## src/rtl/arr_pkg.sv

```systemverilog
package arr_pkg;

  // Controller sequence: issue / wait pairs for the three dependent accesses
  typedef enum logic [2:0] {
    ST_IDLE,
    ST_LEN_ISS,
    ST_LEN_WT,
    ST_HND_ISS,
    ST_HND_WT,
    ST_ELM_ISS,
    ST_ELM_WT
  } step_t;

  // Bus port phase: the gap phase keeps memory busy from being sampled
  // in the cycle right after a strobe
  typedef enum logic [1:0] {
    PT_IDLE,
    PT_GAP,
    PT_WAIT
  } port_t;

endpackage

```

## src/rtl/arr_bound_chk.sv

```systemverilog
module arr_bound_chk #(
  parameter int DW = 32
) (
  input  logic [DW-1:0] len_word,
  input  logic [DW-1:0] idx_word,
  output logic          out_of_range
);

  localparam int SB = DW - 1;

  logic [DW-1:0] slack;

  // Sign of (len-1-idx) catches idx >= len; sign of idx catches idx < 0
  always_comb begin
    slack        = len_word - {{(DW-1){1'b0}}, 1'b1} - idx_word;
    out_of_range = slack[SB] | idx_word[SB];
  end

endmodule

```

## src/rtl/arr_bus_port.sv

```systemverilog
module arr_bus_port
  import arr_pkg::*;
#(
  parameter int DW = 32,
  parameter int AW = 32
) (
  input  logic          clk,
  input  logic          rst_n,
  input  logic          start,
  input  logic          start_wr,
  input  logic [AW-1:0] start_addr,
  input  logic [DW-1:0] start_wdata,
  output logic [AW-1:0] mem_addr,
  output logic [DW-1:0] mem_wdata,
  output logic          mem_rd,
  output logic          mem_wr,
  input  logic [DW-1:0] mem_rdata,
  input  logic          mem_busy,
  output logic          acc_done,
  output logic [DW-1:0] acc_data
);

  port_t pst, pst_nx;
  logic  pst_en;

  always_comb begin
    mem_addr  = start_addr;
    mem_wdata = start_wdata;
    mem_rd    = start & ~start_wr;
    mem_wr    = start & start_wr;
    acc_done  = (pst == PT_WAIT) & ~mem_busy;
    acc_data  = mem_rdata;
  end

  always_comb begin
    pst_nx = pst;
    case (pst)
      PT_IDLE: if (start)     pst_nx = PT_GAP;
      PT_GAP:                 pst_nx = PT_WAIT;
      PT_WAIT: if (!mem_busy) pst_nx = PT_IDLE;
      default:                pst_nx = PT_IDLE;
    endcase
    pst_en = (pst_nx != pst);
  end

  always_ff @(posedge clk or negedge rst_n) begin
    if (!rst_n)      pst <= PT_IDLE;
    else if (pst_en) pst <= pst_nx;
  end

endmodule

```

## src/rtl/arr_ctrl.sv

```systemverilog
module arr_ctrl
  import arr_pkg::*;
#(
  parameter int DW = 32,
  parameter int AW = 32
) (
  input  logic          clk,
  input  logic          rst_n,
  input  logic          req_load,
  input  logic          req_store,
  input  logic [DW-1:0] ref_in,
  input  logic [DW-1:0] idx_in,
  input  logic [DW-1:0] val_in,
  input  logic          acc_done,
  input  logic [DW-1:0] acc_data,
  input  logic          oob_hit,
  output logic [DW-1:0] idx_q,
  output logic          start,
  output logic          start_wr,
  output logic [AW-1:0] start_addr,
  output logic [DW-1:0] start_wdata,
  output logic          busy_o,
  output logic [DW-1:0] rdata_o,
  output logic          done_o,
  output logic          npe_o,
  output logic          oob_o
);

  localparam logic [DW-1:0] ONE = {{(DW-1){1'b0}}, 1'b1};

  step_t         st, st_nx;
  logic [DW-1:0] ref_q, val_q, base_q;
  logic          is_st_q;
  logic          cap_req, cap_base, fin_done, fin_npe, fin_oob, st_en;
  logic [DW-1:0] addr_full;

  always_comb begin
    st_nx     = st;
    start     = 1'b0;
    start_wr  = 1'b0;
    addr_full = ref_q + ONE;
    cap_req   = 1'b0;
    cap_base  = 1'b0;
    fin_done  = 1'b0;
    fin_npe   = 1'b0;
    fin_oob   = 1'b0;
    case (st)
      ST_IDLE: begin
        if (req_load || req_store) begin
          if (ref_in == '0) begin
            fin_npe = 1'b1;
          end else begin
            cap_req = 1'b1;
            st_nx   = ST_LEN_ISS;
          end
        end
      end
      ST_LEN_ISS: begin
        start     = 1'b1;
        addr_full = ref_q + ONE;
        st_nx     = ST_LEN_WT;
      end
      ST_LEN_WT: begin
        if (acc_done) begin
          if (oob_hit) begin
            fin_oob = 1'b1;
            st_nx   = ST_IDLE;
          end else begin
            st_nx   = ST_HND_ISS;
          end
        end
      end
      ST_HND_ISS: begin
        start     = 1'b1;
        addr_full = ref_q;
        st_nx     = ST_HND_WT;
      end
      ST_HND_WT: begin
        if (acc_done) begin
          cap_base = 1'b1;
          st_nx    = ST_ELM_ISS;
        end
      end
      ST_ELM_ISS: begin
        start     = 1'b1;
        start_wr  = is_st_q;
        addr_full = base_q + idx_q;
        st_nx     = ST_ELM_WT;
      end
      ST_ELM_WT: begin
        if (acc_done) begin
          fin_done = 1'b1;
          st_nx    = ST_IDLE;
        end
      end
      default: st_nx = ST_IDLE;
    endcase
    st_en       = (st_nx != st);
    start_addr  = addr_full[AW-1:0];
    start_wdata = val_q;
    busy_o      = (st != ST_IDLE);
  end

  always_ff @(posedge clk or negedge rst_n) begin
    if (!rst_n)     st <= ST_IDLE;
    else if (st_en) st <= st_nx;
  end

  always_ff @(posedge clk or negedge rst_n) begin
    if (!rst_n) begin
      ref_q   <= '0;
      idx_q   <= '0;
      val_q   <= '0;
      is_st_q <= 1'b0;
    end else if (cap_req) begin
      ref_q   <= ref_in;
      idx_q   <= idx_in;
      val_q   <= val_in;
      is_st_q <= req_store & ~req_load;
    end
  end

  always_ff @(posedge clk or negedge rst_n) begin
    if (!rst_n)        base_q <= '0;
    else if (cap_base) base_q <= acc_data;
  end

  always_ff @(posedge clk or negedge rst_n) begin
    if (!rst_n)                     rdata_o <= '0;
    else if (fin_done && !is_st_q)  rdata_o <= acc_data;
  end

  always_ff @(posedge clk or negedge rst_n) begin
    if (!rst_n) begin
      done_o <= 1'b0;
      npe_o  <= 1'b0;
      oob_o  <= 1'b0;
    end else begin
      done_o <= fin_done;
      npe_o  <= fin_npe;
      oob_o  <= fin_oob;
    end
  end

endmodule

```

## src/rtl/arr_access_engine.sv

```systemverilog
module arr_access_engine #(
  parameter int DW = 32,
  parameter int AW = 32
) (
  input  logic          clk,
  input  logic          rst_n,
  input  logic          req_load,
  input  logic          req_store,
  input  logic [DW-1:0] ref_in,
  input  logic [DW-1:0] idx_in,
  input  logic [DW-1:0] val_in,
  output logic          busy_o,
  output logic [DW-1:0] rdata_o,
  output logic          done_o,
  output logic          npe_o,
  output logic          oob_o,
  output logic [AW-1:0] mem_addr,
  output logic [DW-1:0] mem_wdata,
  output logic          mem_rd,
  output logic          mem_wr,
  input  logic [DW-1:0] mem_rdata,
  input  logic          mem_busy
);

  logic          start, start_wr, acc_done, oob_hit;
  logic [AW-1:0] start_addr;
  logic [DW-1:0] start_wdata, acc_data, idx_q;

  arr_ctrl #(.DW(DW), .AW(AW)) u_ctrl (
    .clk         (clk),
    .rst_n       (rst_n),
    .req_load    (req_load),
    .req_store   (req_store),
    .ref_in      (ref_in),
    .idx_in      (idx_in),
    .val_in      (val_in),
    .acc_done    (acc_done),
    .acc_data    (acc_data),
    .oob_hit     (oob_hit),
    .idx_q       (idx_q),
    .start       (start),
    .start_wr    (start_wr),
    .start_addr  (start_addr),
    .start_wdata (start_wdata),
    .busy_o      (busy_o),
    .rdata_o     (rdata_o),
    .done_o      (done_o),
    .npe_o       (npe_o),
    .oob_o       (oob_o)
  );

  arr_bound_chk #(.DW(DW)) u_bound (
    .len_word     (acc_data),
    .idx_word     (idx_q),
    .out_of_range (oob_hit)
  );

  arr_bus_port #(.DW(DW), .AW(AW)) u_port (
    .clk         (clk),
    .rst_n       (rst_n),
    .start       (start),
    .start_wr    (start_wr),
    .start_addr  (start_addr),
    .start_wdata (start_wdata),
    .mem_addr    (mem_addr),
    .mem_wdata   (mem_wdata),
    .mem_rd      (mem_rd),
    .mem_wr      (mem_wr),
    .mem_rdata   (mem_rdata),
    .mem_busy    (mem_busy),
    .acc_done    (acc_done),
    .acc_data    (acc_data)
  );

endmodule

```

## config.mk

```make
export PLATFORM = sky130hd
export DESIGN_NAME = arr_access_engine
export DESIGN_NICKNAME = d
export VERILOG_FILES = /design/src/rtl/arr_pkg.sv /design/src/rtl/arr_bound_chk.sv /design/src/rtl/arr_bus_port.sv /design/src/rtl/arr_ctrl.sv /design/src/rtl/arr_access_engine.sv
export SDC_FILE = /design/constraint.sdc
export NUM_CORES = 1
export LEC_CHECK = 0
export ABC_CLOCK_PERIOD_IN_PS = 3500
export BUFFER_PORTS_ARGS = -buffer_cell sky130_fd_sc_hd__buf_2
export CAP_MARGIN = 20
export CELL_PAD_IN_SITES_DETAIL_PLACEMENT = 1
export CELL_PAD_IN_SITES_GLOBAL_PLACEMENT = 2
export CORE_UTILIZATION = 34
export CTS_CLUSTER_SIZE = 16
export DETAILED_ROUTE_END_ITERATION = 12
export PLACE_DENSITY = 0.84
export SLEW_MARGIN = 20
export SYNTH_ARGS = -nofsm -noshare
export SYNTH_HDL_FRONTEND = slang
export SYNTH_SLANG_ARGS = --single-unit
```

## constraint.sdc

```tcl
create_clock -name clk -period 3.5 [get_ports clk]
set_input_delay 0.35 -clock clk [delete_from_list [all_inputs] [get_ports clk]]
set_output_delay 0.35 -clock clk [all_outputs]
set_load 0.02 [all_outputs]
```

==> out/qor.txt, run 1 <==
Port Buffers: 234
Combined area of the multi-input logic cells: 5320 sq um
Num CTS Buffers: 17
Fmax achieved: 0.281 GHz
Post-synth EDFFs: 0
Nets: 1322
Slew HR: 0.533
Critical path buffers and inverters: 1
Switch Pwr: 5.71 mW
Min cycle time layout: 3.56 ns
Hold WC Path Type: in2reg
Worst path most repeated cell: o21ai_2
Seq pwr share: 0.278
Internal power: 7.26 mW
Initial antenna violation count: 3
Synth Warn #: 0
Drc violations: 0
Maximum clock path buffer count: 2
Routability congestion estimate from global placement: 0.813
Post-DP HPWL: 22400 microns
Max Transition Viols Final: 0
GRT overflow: 0
Root Buffer: clkbuf_16
Gate power share: 0.584
Clk_skew: 0.0120 ns
Layout Cells excl Fill: 1519
Vias/cell: 5.08
Post-synth design cell area: 9600 sq um
CP Data Arrival Time: 3.21 ns
Avg WL per Cell: 18.9 microns
Placed cell count: 1470
Pre-Repair DR Iteration Count: 4
Pwr dens: 1060 nW/um^2
RSZ-0062 raised after global routing: true
Post-synthesis net count: 1063
Crit share post-route: 1.02
Startpoint types: flop
Vias: 7710
Die Span Y: 170 microns
Synth cell types: 60
Pin count of the biggest net entering global routing: 63
ANT nets after route: 0
Number of global-route vias before repair: 8444
Yosys top cell area share: 0.440
Final setup fails: 5
Fillers: 3129
DRT iter0 DRCs: 251
Max Cap Viol: 0
Mux cell area share after synthesis: 0.194
Family with the most delay on the worst path: compound AO/OA/AOI/OAI gates
GR Util All Layers: 0.209
Synthesized area per cell: 11.1 sq um
Maximum vdd drop: 0.000469 V
Ys flop type: dfrtp_1
Critical path fanouts, max: 3
Final hold vios: 0
Synth Area in Compound Gates: 0.109
Async SR Flop Fraction: 1.00
Core area: 27800 sq um
Post-Synth Simple-Gate Area: 0.0954
XOR/XNOR Fraction of Synth Area: 0.0474
Sequential area share after synthesis: 0.440
Tot Pwr: 13.0 mW
Seq cells post-synth: 169
IO Pins: 235
Main combinational cell family by area after synthesis: multiplexers
Worst-Margin Slew: 0.698 ns
TritonCTS Sinks: 169
Slowest CP cell: dfrtp_1
CP endpoint kind: primary output
Crit-path cells: ha_4, fa_2, a211oi_4, o21ai_2, a32o_2, a41oi_4, o21ai_2, a311oi_2, xor2_1, mux2i_1, buf_4
Starting Density: 0.346
Mapped Cells: 867
CTS tree: done
Critical Path Max Stage Delay: 0.41 ns
Row count: 61
Failing checks: negative setup slack
Leakage power: 6.03 nW
Status: finished with violations
Reg area: 4230 sq um
WS Path Type: reg2out
Area grow syn2layout: 27.8%
Clock latency on the worst-skew pair: 0.45 ns
Sw Ratio: 0.440
Place WS: 0.0327 ns
CP required: 3.15 ns
Post-Synth Adder-Cell Area: 0.0829
First-pass GRT wire length: 46100 microns
Die area: 28900 sq um
Clock share of power: 0.138
Die width: 170 microns
H-Tree Depth: 4
Clock-pin slew on the worst setup and hold paths: 0.07 ns
Final worst slack: -0.0565 ns
Hold_ws: 0.122 ns
WL final: 28700 microns
Layout cells sized above 1: 0.439
Synth area leader: dfrtp_1
Ranking of synthesized cells by area: dfrtp_1 (44%), mux2_2 (19%), ha_1 (8.1%)
-- metrics by stage --
stage / util / cell area [sq um] / setup TNS (ns)
6_report: 0.442 / 12300 / -0.167
3_5_place_dp: 0.409 / 11400 / 0
2_1_floorplan: - / 9600 / 0
4_1_cts: 0.440 / 12200 / -0.281
3_3_place_gp: 0.409 / 11300 / 0
5_1_grt: 0.442 / 12300 / -1.69
-- timing repair --
item / 4_1_cts / 5_1_grt
gates resized for setup: 46 / 18
buffers inserted: 14 / 0
endpoints found under the hold margin: 59 / 0
hold buffers: 1 / 0
pin swaps: 20 / 10
endpoints found under the setup margin: 15 / 19
-- cells in the final DEF (no fill, tap or decap), drive strengths merged, types with 3 or more instances in the layout --
cell / Yosys / routed
and3: 11 / 11
inv: 47 / 52
o31ai: 5 / 5
and4: 4 / 4
nor2b: 4 / 4
ha: 62 / 62
nand4: 13 / 13
nand2b: 4 / 4
dfrtp: 169 / 169
a211oi: 11 / 11
o21ai: 40 / 40
o21bai: 5 / 5
nand3: 17 / 17
buf: 7 / 269
nor3: 15 / 15
a21o: 28 / 28
mux2: 160 / 160
xnor2: 26 / 26
a21oi: 36 / 36
xor2: 26 / 26
nor4: 11 / 11
and2: 3 / 3
mux2i: 6 / 6
a31oi: 5 / 5
o22ai: 5 / 5
o21a: 5 / 5
or3: 3 / 3
clkbuf: 23 / 20
nor2: 33 / 33
clkinv: 0 / 5
nand2: 51 / 51
-- metal layers --
metal | GRT usage | up-vias | share of wire
li1 | - | 3657 | -
met1 | 0.248 | 3839 | 0.43
met2 | 0.365 | 184 | 0.50
met3 | 0.0619 | 26 | 0.060
met4 | 0.0591 | 4 | 0.014
met5 | 0 | - | 0.00087
-- path summary, 6_finish.rpt --
kind	start	to	slack, ns	cells past startpoint
worst max register to register	u_ctrl.idx_q[1]$_DFFE_PN0P_	u_ctrl.st[1]$_DFFE_PN0P_	0.38	11
worst min register to register	u_ctrl.rdata_o[19]$_DFFE_PN0P_	u_ctrl.rdata_o[19]$_DFFE_PN0P_	0.50	1
max in group asynchronous	rst_n	u_ctrl.rdata_o[16]$_DFFE_PN0P_	2.22	3
worst max-delay path	u_ctrl.idx_q[0]$_DFFE_PN0P_	mem_addr[26]	-0.06	11
worst min-delay path	req_load	u_ctrl.is_st_q$_DFFE_PN0P_	0.12	2
min in group asynchronous	rst_n	u_ctrl.ref_q[16]$_DFFE_PN0P_	0.46	2
-- synth_stat cells, drive strengths merged (13+ instances only) --
cell	n
nand2	51
a21oi	36
xor2	26
mux2	160
inv	47
o21ai	40
clkbuf	23
nand3	17
dfrtp	169
nor2	33
nand4	13
ha	62
xnor2	26
nor3	15
a21o	28
-- flip-flops by register name, indices dropped and copies added (netlist names) --
signal	flops
u_ctrl.start_wdata	32
u_ctrl.rdata_o	32
u_ctrl.done_o	1
u_ctrl.is_st_q	1
u_ctrl.idx_q	32
u_ctrl.oob_o	1
u_ctrl.base_q	32
u_ctrl.ref_q	32
u_port.pst	2
u_ctrl.npe_o	1
u_ctrl.st	3
-- cell type report --
class                      count  share of cell area
clock inverter                12             0.00734
inverter                      47              0.0144
tap                          378              0.0385
clock buffer                  20              0.0364
multi-input combinational    621               0.433
sequential                   169               0.344
timing repair buffer         270               0.125
antenna                        2            0.000408
-- cell families (layout without fill, tap and decap cells) --
group           count (synthesis)  in the layout
compound gates                161            161
xor+xnor                       52             52
fa+ha+maj                      63             63
buf+inv                        77            349
flops                         169            169
mux                           166            166
other cells                     0              2
simple gates                  179            179
-- power by group through the flow --
stage / sequential [mW] / combinational, mW / clock (mW)
6_report: 3.61 / 7.58 / 1.79
5_1_grt: 3.75 / 8.31 / 1.92
4_1_cts: 3.62 / 7.56 / 1.86
3_5_place_dp: 3.62 / 6.96 / 0
3_3_place_gp: 3.56 / 6.82 / 0
2_1_floorplan: 3.79 / 4.49 / 0
Note: power is estimated with default switching activity, not from simulation.
==> inputs of run 2 (changes only) <==
--- a/config.mk
+++ b/config.mk
@@ -14,6 +14,7 @@
 export CTS_CLUSTER_SIZE = 16
 export DETAILED_ROUTE_END_ITERATION = 12
 export PLACE_DENSITY = 0.84
+export SETUP_SLACK_MARGIN = 0.15
 export SLEW_MARGIN = 20
 export SYNTH_ARGS = -nofsm -noshare
 export SYNTH_HDL_FRONTEND = slang
==> run 2 against run 1 <==
  * The flow still finishes with violations (negative setup slack)
  * Combinational power rose by 2%
  * Worst setup slack improved by 0.053 ns
  * Global-route usage barely moved
  * Sequential power barely moved
  * Hold slack barely moved
  * Routed wire length rose by 0.20%
  * Core utilization rose by 0.26 points
  * Critical path type unchanged
  * Largest cell class unchanged
==> out/qor.txt, run 2 (synthesized netlist as in run 1, its figures left out) <==
Crit path to: mem_addr[26]
CP Data Arrival Time: 3.15 ns (-0.06 ns)
Clock latency on the worst-skew pair: 0.45 ns (about the same)
Final hold vios: 0 (unchanged)
DRT iter0 DRCs: 239 (-4.8%)
Dpl cell area: 11400 sq um (unchanged)
Nets: 1322 (unchanged)
Root Buffer: clkbuf_16
GRT overflow: 0 (unchanged)
Reg2reg end: u_ctrl.st[1]$_DFFE_PN0P_
Maximum vdd drop: 0.000470 V (+0.17%)
RSZ-0062 raised after global routing: true
Die width: 170 microns (unchanged)
Pre-Repair DR Iteration Count: 4 (unchanged)
ANT nets after route: 0 (unchanged)
Port Buffers: 234 (unchanged)
Maximum clock path buffer count: 2 (unchanged)
Hold WC Path Type: in2reg
Worst r2r path cells: 11 (unchanged)
Worst setup path start: u_ctrl.idx_q[0]$_DFFE_PN0P_
Pin count of the biggest net entering global routing: 63 (unchanged)
Clk_skew: 0.0119 ns (-0.000139 ns)
Critical path fanouts, max: 3 (unchanged)
RR Startpoint: u_ctrl.idx_q[1]$_DFFE_PN0P_
Leakage power: 6.05 nW (+0.29%)
CTS tree: done
Hold_sp: req_load
Row count: 61 (unchanged)
Commonest non-fill, non-tap cell in the layout: buf_2
WL final: 28800 microns (+0.20%)
IO Pins: 235 (unchanged)
Fillers: 3123 (-0.19%)
Place WS: 0.0327 ns (unchanged)
Avg WL per Cell: 18.9 microns (+0.20%)
Vias: 7707 (-0.039%)
Starting Density: 0.346 (unchanged)
TritonCTS Sinks: 169 (unchanged)
GR Util All Layers: 0.209 (about the same)
CP endpoint kind: primary output
Startpoint types: flop
Failing checks: negative setup slack
WS Path Type: reg2out
Core area: 27800 sq um (unchanged)
Num CTS Buffers: 17 (unchanged)
Post-DP HPWL: 22400 microns (unchanged)
Die Span Y: 170 microns (unchanged)
Die area: 28900 sq um (unchanged)
Max Transition Viols Final: 0 (unchanged)
Pwr dens: 1060 nW/um^2 (+0.42%)
CP required: 3.15 ns (about the same)
Number of global-route vias before repair: 8441 (-0.036%)
Fin area: 12300 sq um (+0.58%)
First-pass GRT wire length: 46100 microns (+0.12%)
Layout cells sized above 1: 0.446 (+0.00702)
Hold_ws: 0.122 ns (-0.000179 ns)
H-Tree Depth: 4 (unchanged)
Crit share post-route: 1.00 (-0.0152)
Clock-pin slew on the worst setup and hold paths: 0.07 ns (about the same)
Min cycle time layout: 3.50 ns (-0.0534 ns)
Max Cap Viol: 0 (unchanged)
Final setup fails: 1 (-4)
Initial antenna violation count: 3 (unchanged)
Vias/cell: 5.07 (about the same)
Status: finished with violations
FF-to-FF setup slack: 0.37 ns (about the same)
Most frequent cells in the layout: buf_2 (216), dfrtp_1 (169), mux2_2 (160)
Fmax achieved: 0.285 GHz (+1.5%)
Drc violations: 0 (unchanged)
Routability congestion estimate from global placement: 0.813 (unchanged)
Area grow syn2layout: 28.6%
Worst-Margin Slew: 0.712 ns (+0.0135 ns)
Slew HR: 0.524 (-0.00902)
Final worst slack: -0.00319 ns (+0.0534 ns)
-- run 2: final cells by class --
class | instances | area [sq um] | area share
Clock buffer | 20 | 447 | 0.0362
Sequential cell | 169 | 4230 | 0.342
Clock inverter | 12 | 90.1 | 0.00730
Tap cell | 378 | 473 | 0.0383
Timing Repair Buffer | 270 | 1560 | 0.126
Inverter | 47 | 176 | 0.0143
Multi-Input combinational cell | 621 | 5370 | 0.435
Antenna cell | 2 | 5.00 | 0.000405
-- run 2: routing by layer --
metal | global-route usage | part of all wire | up-vias
met4 | 0.0591 | 0.014 | 4
li1 | - | - | 3652
met3 | 0.0616 | 0.063 | 28
met5 | 0 | 0.00087 | -
met2 | 0.365 | 0.50 | 190
met1 | 0.249 | 0.42 | 3833
-- run 2: worst min path at each step --
stage | to | slack (ns) | cells after the start
final | u_ctrl.is_st_q$_DFFE_PN0P_ | 0.12 | 2
after global placement | u_ctrl.ref_q[21]$_DFFE_PN0P_ | 0.38 | 1
after detailed placement | u_ctrl.ref_q[16]$_DFFE_PN0P_ | 0.39 | 1
after CTS | u_ctrl.is_st_q$_DFFE_PN0P_ | 0.09 | 2
after floorplan | u_ctrl.base_q[0]$_DFFE_PN0P_ | 0.05 | 0
after global routing | u_ctrl.idx_q[28]$_DFFE_PN0P_ | 0.11 | 2
-- run 2: power breakdown --
part	switching (mW)	internal (mW)	leakage, nW
clock network	0.851	0.935	0.263
registers	0.748	2.86	2.09
logic	4.17	3.53	3.69
total	5.77	7.33	6.05
-- run 2: per-stage QoR --
stage          utilization  TNS (ns)  instances  power, mW
6_report             0.444  -0.00319       1519       13.1
3_5_place_dp         0.409         0       1470       10.6
2_1_floorplan            -         0        867       8.28
4_1_cts              0.442    -0.292       1517       13.1
5_1_grt              0.444     -1.14       1517       14.1
3_3_place_gp         0.409         0       1470       10.4
-- run 2: critical path, cell delays in order, from the launching register on --
cell and delay (ns):
dfrtp_1 0.41, ha_4 0.18, fa_2 0.39, a211oi_4 0.24
o21ai_1 0.13, a32o_2 0.30, a41oi_4 0.19, o21ai_2 0.12
a311oi_2 0.27, xor2_1 0.10, mux2i_1 0.17, buf_4 0.18
-- run 2: timing repair --
action | in CTS | in global routing
hold buffers | 1 | 0
setup buffers | 14 | 0
gates resized for setup | 65 | 18
hold endpoints to repair | 59 | 0
setup endpoints to repair | 19 | 24
pin swaps | 23 | 6
==> inputs of run 3 (changes only) <==
--- a/config.mk
+++ b/config.mk
@@ -10,12 +10,13 @@
 export CAP_MARGIN = 20
 export CELL_PAD_IN_SITES_DETAIL_PLACEMENT = 1
 export CELL_PAD_IN_SITES_GLOBAL_PLACEMENT = 2
-export CORE_UTILIZATION = 34
+export CORE_UTILIZATION = 35
 export CTS_CLUSTER_SIZE = 16
 export DETAILED_ROUTE_END_ITERATION = 12
-export PLACE_DENSITY = 0.84
+export PLACE_DENSITY = 0.85
 export SETUP_SLACK_MARGIN = 0.15
 export SLEW_MARGIN = 20
 export SYNTH_ARGS = -nofsm -noshare
 export SYNTH_HDL_FRONTEND = slang
+export SYNTH_HIERARCHICAL = 1
 export SYNTH_SLANG_ARGS = --single-unit
==> run 3 against run 2 <==
  * The flow finishes with violations (negative hold slack, negative setup slack)
  * Cell count increased by 3.7%
  * Worst setup slack got worse by 0.088 ns
  * Hold slack got worse by 0.14 ns
  * Count of clock-buffer cells in the layout increased by 3
  * Fmax decreased by 2.4%
  * Area after synthesis increased by 12%
  * Die area increased by 8.8%
  * First-iteration DRC count increased by 35%
  * Global-route usage decreased by 1.5 points
  * Sequential power about the same
  * Critical path depth increased by 3
  * Design area increased by 4.4%
==> out/qor.txt, run 3 <==
Status: finished with violations
Failing checks: negative hold slack, negative setup slack
Hold_ws: -0.0151 ns (-0.137 ns)
Max Cap Viol: 0 (unchanged)
Die Span Y: 177 microns (+4.3%)
ANT nets after route: 0 (unchanged)
Worst setup path start: u_ctrl/idx_q[0]$_DFFE_PN0P_
Ys flop type: dfrtp_1
Crit-path cells: ha_4, inv_2, fa_2, nand2b_4, a21o_1, buf_4, buf_6, a31oi_1, buf_4, a32oi_4, a21oi_2, nor4_1, a211oi_1, buf_2
XOR/XNOR Fraction of Synth Area: 0.0415 (-0.00593)
Main combinational cell family by area after synthesis: multiplexers
Final hold vios: 5 (+5)
Most frequent cells in the layout: buf_2 (217), dfrtp_1 (169), mux2_2 (130)
Core area: 30000 sq um (+7.8%)
Ranking of synthesized cells by area: dfrtp_1 (39%), mux2_2 (14%), ha_1 (7.2%)
Post-synthesis net count: 1213 (+14%)
FF-to-FF setup slack: 0.61 ns (+0.24 ns)
Number of global-route vias before repair: 8524 (+0.98%)
Final setup fails: 5 (+4)
Die area: 31500 sq um (+8.8%)
Post-Synth Simple-Gate Area: 0.103 (+0.00807)
Seq cells post-synth: 169 (unchanged)
Synthesized area per cell: 10.6 sq um (-4.4%)
Clock-pin slew on the worst setup and hold paths: 0.07 ns (about the same)
GR Util All Layers: 0.195 (-0.0149)
Leakage power: 6.29 nW (+4.0%)
Critical Path Max Stage Delay: 0.41 ns (about the same)
Place WS: 0.0874 ns (+0.0547 ns)
IO Pins: 235 (unchanged)
CTS tree: done
Top cells by count, synth: dfrtp_1 (169), mux2_2 (130), buf_4 (97)
Critical path fanouts, max: 4 (+1)
Reg2reg end: u_ctrl/st[0]$_DFFE_PN0P_
Synth Area in Compound Gates: 0.108 (-0.00146)
CP required: 3.15 ns (about the same)
Post-DP HPWL: 22900 microns (+1.9%)
Row count: 63 (+3.3%)
Combined area of the multi-input logic cells: 5810 sq um (+8.2%)
Pre-Repair DR Iteration Count: 4 (unchanged)
Initial antenna violation count: 1 (-2)
Pin count of the biggest net entering global routing: 90 (+43%)
TritonCTS Sinks: 169 (unchanged)
Vias: 8086 (+4.9%)
GRT overflow: 0 (unchanged)
Synth Warn #: 6 (+6)
Crit share post-route: 1.03 (+0.0250)
Vias/cell: 5.13 (+1.2%)
Mux cell area share after synthesis: 0.181 (-0.0128)
Clk_skew: 0.00929 ns (-0.00259 ns)
Top-count cell post-synth: dfrtp_1
Clock latency on the worst-skew pair: 0.44 ns (about the same)
Commonest non-fill, non-tap cell in the layout: buf_2
Sequential area share after synthesis: 0.393 (-0.0476)
Port Buffers: 234 (unchanged)
Worst-Margin Slew: 0.889 ns (+0.177 ns)
Maximum vdd drop: 0.000447 V (-4.9%)
Post-Synth Adder-Cell Area: 0.0739 (-0.00895)
Pwr dens: 1090 nW/um^2 (+2.5%)
CP endpoint kind: primary output
WS Path Type: reg2out
Hold WC Path Type: in2async
Slew HR: 0.408 (-0.116)
Synth cell types: 72 (+20%)
Fmax achieved: 0.278 GHz (-2.4%)
Layout cells sized above 1: 0.444 (-0.00175)
Avg WL per Cell: 19.3 microns (+1.8%)
Starting Density: 0.359 (+0.0137)
Maximum clock path buffer count: 2 (unchanged)
Slowest CP cell: dfrtp_1
Max Transition Viols Final: 0 (unchanged)
First-pass GRT wire length: 47000 microns (+1.9%)
Worst path most repeated cell: buf_4
Area grow syn2layout: 19.7%
Synth area leader: dfrtp_1
Reg area: 4230 sq um (unchanged)
Num CTS Buffers: 17 (unchanged)
Min cycle time layout: 3.59 ns (+0.0876 ns)
Fillers: 3362 (+7.7%)
Die width: 177 microns (+4.3%)
H-Tree Depth: 4 (unchanged)
Worst r2r path cells: 12 (+1)
WL final: 30400 microns (+5.5%)
Routability congestion estimate from global placement: 0.834 (+2.6%)
Post-synth design cell area: 10800 sq um (+12%)
CP Data Arrival Time: 3.24 ns (+0.09 ns)
Root Buffer: clkbuf_16
Post-synth EDFFs: 0 (unchanged)
Startpoint types: flop
Nets: 1367 (+3.4%)
DRT iter0 DRCs: 322 (+35%)
Yosys top cell area share: 0.393 (-0.0476)
RR Startpoint: u_ctrl/idx_q[2]$_DFFE_PN0P_
RSZ-0062 raised after global routing: true
Mapped Cells: 1017 (+17%)
Final worst slack: -0.0908 ns (-0.0876 ns)
Async SR Flop Fraction: 1.00 (unchanged)
Drc violations: 0 (unchanged)
-- run 3: cell count changes in the layout (fill, tap and decap cells not counted), sizes merged, moves of 4 or more --
| cell | change |
|---|---|
| o31ai | -4 |
| bufinv | +4 |
| a21oi | +19 |
| nand2 | +24 |
| a31oi | +4 |
| clkinv | -4 |
| and3 | +4 |
| nor2 | +8 |
| a21o | -11 |
| o21ai | +8 |
| nor3 | -8 |
| inv | -10 |
| xor2 | -4 |
-- run 3: layout make-up --
class                           count  share of cell area
Multi-Input combinational cell    675               0.451
Sequential cell                   169               0.328
Timing Repair Buffer              268               0.122
Tap cell                          390              0.0379
Clock buffer                       23              0.0371
Clock inverter                      9              0.0125
Inverter                           40              0.0116
Antenna cell                        1            0.000194
-- run 3: what timing repair did --
action / in CTS / in global routing
hold buffers: 0 / 0
setup endpoints to repair: 20 / 22
setup buffers: 5 / 9
pin swaps: 17 / 28
gates resized for setup: 52 / 53
-- run 3: routing by layer --
metal  wire length [microns]  part of all wire  GRT usage  vias up
met4                     565             0.019     0.0524        2
li1                        -                 -          -     3840
met5                      17           0.00056          0        -
met3                    1170             0.039     0.0386       33
met1                   14100              0.47      0.258     4025
met2                   14500              0.48      0.322      186
-- run 3: worst max-delay path by stage --
stage              endpoint  depth (start not counted)
2_1_floorplan  mem_addr[26]                         11
3_3_place_gp   mem_addr[15]                          9
3_5_place_dp   mem_addr[15]                          9
4_1_cts        mem_addr[26]                         12
5_1_grt        mem_addr[28]                         14
6_report       mem_addr[28]                         14
-- run 3: per-stage QoR --
stage / total power, mW / TNS, ns / std cells / area [sq um] / util
final: 14.0 / -0.204 / 1575 / 12900 / 0.430
after global routing: 15.0 / -1.24 / 1574 / 12900 / 0.430
after CTS: 13.6 / -0.222 / 1565 / 12600 / 0.420
after detailed placement: 11.0 / 0 / 1528 / 11700 / 0.391
after global placement: 10.8 / 0 / 1528 / 11700 / 0.391
after floorplan: 9.42 / 0 / 1017 / 10800 / -
-- run 3: worst max-delay path, delay by kind of cell (launching register included) --
family | cells | cell delay (ns)
AND/OR/NAND/NOR | 2 | 0.23
adder cells (fa/ha/maj) | 2 | 0.53
AO/OA/AOI/OAI | 5 | 0.92
buffers and inverters | 5 | 0.71
flip-flops | 1 | 0.41
-- run 3: power breakdown --
part	total (mW)	leakage [nW]	internal, mW	switching (mW)
clock	2.07	0.305	1.26	0.812
sequential	3.63	2.08	2.85	0.775
combinational	8.32	3.90	3.69	4.63
total	14.0	6.29	7.80	6.22
-- run 3: cell families after synthesis --
group                    count (synthesis)
AO/OA/AOI/OAI                          182
XOR/XNOR                                51
adder cells (fa/ha/maj)                 63
buffers and inverters                  173
flip-flops                             169
multiplexers                           164
AND/OR/NAND/NOR                        215
